<file path="config.mk">
export PLATFORM = sky130hd
export DESIGN_NAME = noise_lfsr_gen
export DESIGN_NICKNAME = d
export VERILOG_FILES = /design/src/rtl/noise_lfsr_pkg.sv /design/src/rtl/noise_rate_sel.sv /design/src/rtl/noise_shift_timer.sv /design/src/rtl/noise_lfsr_core.sv /design/src/rtl/noise_lfsr_gen.sv
export SDC_FILE = /design/constraint.sdc
export NUM_CORES = 1
export LEC_CHECK = 0
export ABC_CLOCK_PERIOD_IN_PS = 3100
export BUFFER_PORTS_ARGS = -buffer_cell sky130_fd_sc_hd__buf_2
export CAP_MARGIN = 25
export CORE_ASPECT_RATIO = 0.8
export CORE_MARGIN = 1.5
export CORE_UTILIZATION = 39
export CTS_CLUSTER_SIZE = 24
export DETAILED_ROUTE_END_ITERATION = 10
export PLACE_DENSITY_LB_ADDON = 0.25
export SLEW_MARGIN = 40
export SYNTH_ARGS = -nofsm -noshare
export SYNTH_HDL_FRONTEND = slang
export SYNTH_SLANG_ARGS = --single-unit
</file>
<file path="constraint.sdc">
create_clock -name clk -period 3.1 [get_ports clk]
set_clock_uncertainty 0.2 [all_clocks]
set_input_delay 0.62 -clock clk [delete_from_list [all_inputs] [get_ports clk]]
set_output_delay 0.62 -clock clk [all_outputs]
set_load 0.03 [all_outputs]
</file>
<file path="src/rtl/noise_lfsr_pkg.sv">
package noise_lfsr_pkg;

   typedef enum logic [1:0] {
      RATE_DIV32  = 2'd0,
      RATE_DIV64  = 2'd1,
      RATE_DIV128 = 2'd2,
      RATE_TONE2  = 2'd3
   } rate_e;

   typedef struct packed {
      logic  white;
      rate_e rate;
   } noise_ctl_t;

   localparam int unsigned BASE_LOG2 = 5;

   function automatic int unsigned fixed_period(input rate_e r);
      return 32'd1 << (BASE_LOG2 + int'(r));
   endfunction

endpackage

</file>
<file path="src/rtl/noise_rate_sel.sv">
module noise_rate_sel
   import noise_lfsr_pkg::*;
#(
   parameter int unsigned PER_W = 10,
   parameter int unsigned CNT_W = PER_W + 1
) (
   input  rate_e             rate_i,
   input  logic [PER_W-1:0]  tone2_i,
   output logic [CNT_W-1:0]  period_o
);

   localparam int unsigned MIN_W = BASE_LOG2 + 3;

   if (CNT_W < PER_W + 1) begin : g_bad_cnt_w
      $error("noise_rate_sel: CNT_W must hold twice the tone period");
   end
   if (CNT_W < MIN_W) begin : g_bad_fixed_w
      $error("noise_rate_sel: CNT_W too narrow for the fixed periods");
   end

   logic [PER_W:0] tone_dbl;
   assign tone_dbl = {tone2_i, 1'b0};

   always_comb begin
      unique case (rate_i)
         RATE_TONE2: period_o = CNT_W'(tone_dbl);
         default:    period_o = CNT_W'(fixed_period(rate_i));
      endcase
   end

endmodule

</file>
<file path="src/rtl/noise_shift_timer.sv">
module noise_shift_timer #(
   parameter int unsigned CNT_W = 11
) (
   input  logic             clk,
   input  logic             rst_n,
   input  logic             tick_i,
   input  logic [CNT_W-1:0] period_i,
   output logic             shift_o
);

   if (CNT_W < 2) begin : g_bad_w
      $error("noise_shift_timer: CNT_W must be at least 2");
   end

   logic [CNT_W-1:0] cnt_q;
   logic             expire;

   assign expire  = tick_i && (cnt_q <= CNT_W'(1));
   assign shift_o = expire;

   always_ff @(posedge clk or negedge rst_n) begin
      if (!rst_n) begin
         cnt_q <= '0;
      end else if (expire) begin
         cnt_q <= period_i;
      end else if (tick_i) begin
         cnt_q <= cnt_q - CNT_W'(1);
      end
   end

   p_count_down_r10: assert property (@(posedge clk) disable iff (!rst_n)
      (tick_i && cnt_q > CNT_W'(1)) |=> (cnt_q == $past(cnt_q) - CNT_W'(1)));

   p_hold_no_tick_r10: assert property (@(posedge clk) disable iff (!rst_n)
      !tick_i |=> $stable(cnt_q));

   p_reload_period_r2: assert property (@(posedge clk) disable iff (!rst_n)
      shift_o |=> (cnt_q == $past(period_i)));

endmodule

</file>
<file path="src/rtl/noise_lfsr_core.sv">
module noise_lfsr_core #(
   parameter int unsigned    LW               = 16,
   parameter logic [LW-1:0]  FB_MASK          = 16'h8000,
   parameter logic [LW-1:0]  TAP1             = 16'h0001,
   parameter logic [LW-1:0]  TAP2             = 16'h0008,
   parameter bit             USE_XNOR         = 1'b0,
   parameter bit             RELOAD_ON_CHANGE = 1'b0
) (
   input  logic          clk,
   input  logic          rst_n,
   input  logic          shift_i,
   input  logic          ctl_we_i,
   input  logic          mode_wr_i,
   input  logic          mode_cur_i,
   output logic [LW-1:0] state_o
);

   if (LW < 4) begin : g_bad_lw
      $error("noise_lfsr_core: LW must be at least 4");
   end
   if (FB_MASK == '0 || (FB_MASK & (FB_MASK - LW'(1))) != '0) begin : g_bad_fb
      $error("noise_lfsr_core: FB_MASK must have exactly one bit set");
   end
   if (TAP1 == '0 || TAP2 == '0) begin : g_bad_tap
      $error("noise_lfsr_core: tap masks must be non-zero");
   end

   logic [LW-1:0] state_q;
   logic          tap1_bit;
   logic          tap2_bit;
   logic          fb;
   logic          reload;

   assign tap1_bit = |(state_q & TAP1);
   assign tap2_bit = |(state_q & TAP2);

   if (RELOAD_ON_CHANGE) begin : g_reload_on_change
      assign reload = ctl_we_i && (mode_wr_i != mode_cur_i);
   end else begin : g_reload_every_write
      assign reload = ctl_we_i;
   end

   if (USE_XNOR) begin : g_fb_xnor
      logic tap2_eff;
      assign tap2_eff = mode_cur_i ? tap2_bit : 1'b1;
      assign fb       = ~(tap1_bit ^ tap2_eff);
   end else begin : g_fb_xor
      logic tap2_eff;
      assign tap2_eff = mode_cur_i ? tap2_bit : 1'b0;
      assign fb       = tap1_bit ^ tap2_eff;
   end

   always_ff @(posedge clk or negedge rst_n) begin
      if (!rst_n) begin
         state_q <= FB_MASK;
      end else if (reload) begin
         state_q <= FB_MASK;
      end else if (shift_i) begin
         state_q <= (state_q >> 1) | (fb ? FB_MASK : '0);
      end
   end

   assign state_o = state_q;

   p_idle_hold_r7: assert property (@(posedge clk) disable iff (!rst_n)
      (!shift_i && !ctl_we_i) |=> $stable(state_q));

   p_shift_right_r6: assert property (@(posedge clk) disable iff (!rst_n)
      (shift_i && !reload) |=>
         ((state_q & ~FB_MASK) == (($past(state_q) >> 1) & ~FB_MASK)));

   p_reload_mask_r8: assert property (@(posedge clk) disable iff (!rst_n)
      reload |=> (state_q == FB_MASK));

   p_periodic_ring_r5: assert property (@(posedge clk) disable iff (!rst_n)
      (shift_i && !reload && !mode_cur_i) |=>
         ((|(state_q & FB_MASK)) == (|($past(state_q) & TAP1))));

endmodule

</file>
<file path="src/rtl/noise_lfsr_gen.sv">
module noise_lfsr_gen
   import noise_lfsr_pkg::*;
#(
   parameter int unsigned        LFSR_W           = 16,
   parameter logic [LFSR_W-1:0]  FB_MASK          = 16'h8000,
   parameter logic [LFSR_W-1:0]  TAP1             = 16'h0001,
   parameter logic [LFSR_W-1:0]  TAP2             = 16'h0008,
   parameter bit                 USE_XNOR         = 1'b0,
   parameter bit                 RELOAD_ON_CHANGE = 1'b0,
   parameter int unsigned        PER_W            = 10
) (
   input  logic             clk,
   input  logic             rst_n,
   input  logic             tick_i,
   input  logic             ctl_we_i,
   input  logic [2:0]       ctl_i,
   input  logic [PER_W-1:0] tone2_period_i,
   output logic             noise_o
);

   localparam int unsigned CNT_W = (PER_W + 1 > BASE_LOG2 + 3) ? PER_W + 1 : BASE_LOG2 + 3;

   noise_ctl_t        ctl_q;
   logic [CNT_W-1:0]  period;
   logic              shift_stb;
   logic [LFSR_W-1:0] lfsr;

   always_ff @(posedge clk or negedge rst_n) begin
      if (!rst_n) begin
         ctl_q <= '0;
      end else if (ctl_we_i) begin
         ctl_q <= noise_ctl_t'(ctl_i);
      end
   end

   noise_rate_sel #(
      .PER_W (PER_W),
      .CNT_W (CNT_W)
   ) i_rate_sel (
      .rate_i   (ctl_q.rate),
      .tone2_i  (tone2_period_i),
      .period_o (period)
   );

   noise_shift_timer #(
      .CNT_W (CNT_W)
   ) i_timer (
      .clk      (clk),
      .rst_n    (rst_n),
      .tick_i   (tick_i),
      .period_i (period),
      .shift_o  (shift_stb)
   );

   noise_lfsr_core #(
      .LW               (LFSR_W),
      .FB_MASK          (FB_MASK),
      .TAP1             (TAP1),
      .TAP2             (TAP2),
      .USE_XNOR         (USE_XNOR),
      .RELOAD_ON_CHANGE (RELOAD_ON_CHANGE)
   ) i_core (
      .clk        (clk),
      .rst_n      (rst_n),
      .shift_i    (shift_stb),
      .ctl_we_i   (ctl_we_i),
      .mode_wr_i  (ctl_i[2]),
      .mode_cur_i (ctl_q.white),
      .state_o    (lfsr)
   );

   assign noise_o = lfsr[0];

   p_fixed_pow2_r2: assert property (@(posedge clk) disable iff (!rst_n)
      (ctl_q.rate != RATE_TONE2) |-> ($countones(period) == 1));

   p_noise_quiet_r7: assert property (@(posedge clk) disable iff (!rst_n)
      (!shift_stb && !ctl_we_i) |=> $stable(noise_o));

   p_ctl_capture_r9: assert property (@(posedge clk) disable iff (!rst_n)
      ctl_we_i |=> (ctl_q == $past(ctl_i)));

endmodule

</file>
==> results.py <==
metrics = {
    "setup_path": {
        "path_class": "reg -> reg",
        "critPathMaxFanout": 25,
        "end_kind": "register",
        "start_kind": "register",
        "ff2ff_setup_slack_ps": 710,
        "worst_path_largest_cell_delay_ps": 620,
        "critPathArrivalTime_ps": 2370,
        "regToRegStartpoint": "i_timer.cnt_q[3]",
        "r2r_cells": 4,
        "slowest_stage": "o2111a_2",
        "worstPathCellList": "nor4_1 > o2111a_2 > nor3_1 > a211o_2",
        "required_ps": 3090,
        "r2r_end": "i_timer.cnt_q[3]",
    },
    "logic_synthesis": {
        "synthSimpleGateAreaFrac": 0.221,
        "synth_top_area_cell": "dfrtp_1",
        "syn_area_sq_mm": 0.00152,
        "yosys_most_used_dff": "dfrtp_1",
        "synth.area.top_cells": "dfrtp_1 (48%), nand2_1 (8.6%), a21oi_1 (5.3%), o21ai_0 (3.6%), nor2_1 (2.2%)",
        "yosys_warnings": 0,
        "synth_edf_count": 0,
        "yosysUniqueCellTypes": 45,
        "synthAdderAreaFrac": 0.0164,
        "synth-seq-cells": 30,
        "yosysSeqAreaShare": 0.493,
        "synth_top_area_frac": 0.476,
        "synth_compound_area_frac": 0.184,
        "syn-mean-instance-area_sq_um": 9.18,
        "syn_nets": 185,
        "synth_top_family_by_area": "simple AND/OR/NAND/NOR gates",
        "synth-xor-area-share": 0.00575,
        "netlist_instances": 166,
        "muxShareOfSynthArea": 0.0271,
        "synth-async-reset-ratio": 1.00,
    },
    "floorplanning": {
        "core_area_sq_mm": 0.00378,
        "fp.dieH_microns": 58.9,
        "rows": 20,
        "dieArea_sq_mm": 0.00429,
        "start_util": 0.403,
        "die-width_microns": 72.9,
        "pin_count": 18,
    },
    "timing": {
        "slew_viol_final": 0,
        "period_share": 0.770,
        "slew_headroom": 0.564,
        "setup_tns_ps": 0,
        "worstMarginPinSlew_ps": 655,
        "max_freq_mhz": 419,
        "finalHoldViolations": 0,
        "finalSetupViolCount": 0,
        "period_needed_ps": 2390,
        "rsz0062_at_grt": "false",
        "holdWs_ps": 146,
    },
    "placement": {
        "placedInstanceArea_sq_mm": 0.00163,
        "port_buffers": 17,
        "dp.cells": 229,
        "dp_hpwl_microns": 2100,
        "gp_congestion": 0.787,
    },
    "power_and_ir_drop": {
        "irDropWorstVdd_uv": 338,
        "p_leak_nw": 0.754,
        "finalPower_mw": 1.10,
        "power.density_mw_per_mm2": 641,
    },
    "finish": {
        "syn2layout_area_growth_pct": 13.1,
        "final_cells": 237,
        "nNetsFinal": 200,
        "final_common_cell": "nand2_1",
        "post-route-cell-area_sq_mm": 0.00172,
        "fillers": 370,
        "layout-drive-gt1-share": 0.176,
        "layout_common_cells": "nand2_1 (35), dfrtp_1 (29), buf_2 (17), a21oi_1 (16), o21ai_0 (11)",
        "diodes": 0,
    },
    "global_route": {
        "grt.total_usage": 0.176,
        "antenna_found_initial": 0,
        "grt_max_degree": 31,
        "grt_pass1_vias": 1140,
        "grt_first_pass_wirelength_microns": 5510,
        "grt_overflow_total": 0,
    },
    "clock_tree": {
        "ctsResizeCount": 0,
        "numCtsBuffers": 5,
        "cts_buffer_depth": 2,
        "worstSkewPairLatency_ps": 290,
        "htree_levels": 2,
        "clkSinkCount": 30,
        "cts_root_buf": "clkbuf_8",
        "cts_tree": "yes",
        "postCtsSetupBuffers": 0,
        "hold_buffers": 0,
        "cts.clk_slew.worst_paths_ps": 70,
    },
    "hold_path": {
        "hold_path_class": "in -> async",
    },
    "detailed_routing": {
        "routed_wl_microns": 3110,
        "vias_per_cell": 5.28,
        "vias": 1251,
        "drt_first_pass_iters": 4,
        "drc": 0,
        "antenna_left": 0,
        "drtIter0Drc": 154,
        "wire_per_inst_microns": 13.1,
    },
    "run": {
        "maxCapViolCount": 0,
    },
    "run_status": {
        "outcome": "complete, no violations",
    },
}
## worst max-delay path: cells and delay by family (launching register included)
family,cells,cell delay [ps]
and+or+nand+nor,2,690
AOI/OAI and AO/OA,2,930
DFF,1,450
## power breakdown
part           leakage, nW  internal (mW)  switching (mW)
clock               0.0482          0.179           0.149
sequential           0.390          0.452          0.0904
combinational        0.315          0.103           0.131
## cells in the mapped netlist (2+ instances only)
library cell  instances
o21ai_0              11
dfrtp_1              29
nor2_1                9
a21oi_1              16
clkbuf_1              4
ha_1                  2
nand2_1              35
nand4_1               2
nor4_1                2
nor3_1                2
buf_2                 4
a311oi_1              2
a31oi_1               2
mux2i_1               3
o21ai_1               2
inv_1                 7
o211ai_1              2
nand3_1               5
## flip-flops by register name (all words and copies together), names as in the netlist
signal / count
i_timer.cnt_q: 11
ctl_q: 3
i_core.state_o: 16
## through the flow
stage	utilization	setup slack, ps
3_5_place_dp	0.432	626
6_report	0.456	713
3_3_place_gp	0.432	705
5_1_grt	0.456	639
2_1_floorplan	-	1140
4_1_cts	0.456	795
## routing by layer
metal	GRT usage	wire [microns]
met1	0.248	1540
met2	0.236	1270
met3	0.0548	213
met4	0.102	85
met5	0	0
## area by class of cell
cell class | instances | area (sq um) | share of cell area
Sequential cell | 30 | 752 | 0.436
Multi-Input combinational cell | 119 | 692 | 0.402
Timing Repair Buffer | 18 | 92.6 | 0.0537
Clock buffer | 7 | 86.3 | 0.0501
Tap cell | 55 | 68.8 | 0.0399
Inverter | 7 | 26.3 | 0.0153
Clock inverter | 1 | 5.00 | 0.00290
## worst max path at each step
| stage | start | endpoint | slack (ps) | cells past startpoint |
|---|---|---|---|---|
| after global routing | i_timer.cnt_q[3] | i_timer.cnt_q[3] | 640 | 4 |
| final | i_timer.cnt_q[3] | i_timer.cnt_q[3] | 710 | 4 |
| after global placement | tick_i | i_timer.cnt_q[3] | 700 | 5 |
| after detailed placement | tick_i | i_timer.cnt_q[3] | 630 | 5 |
| after CTS | i_timer.cnt_q[3] | i_timer.cnt_q[3] | 800 | 4 |
| after floorplan | tick_i | i_timer.cnt_q[3] | 1140 | 5 |
## cells by family after synthesis
| kind of cell | after synthesis |
|---|---|
| xor gates and xnor gates | 1 |
| adders and majority gates | 2 |
| DFF | 30 |
| buffers and inverters | 17 |
| and+or+nand+nor | 67 |
| muxes | 4 |
| AOI/OAI and AO/OA | 45 |
Note: power is estimated with default switching activity, not from simulation.
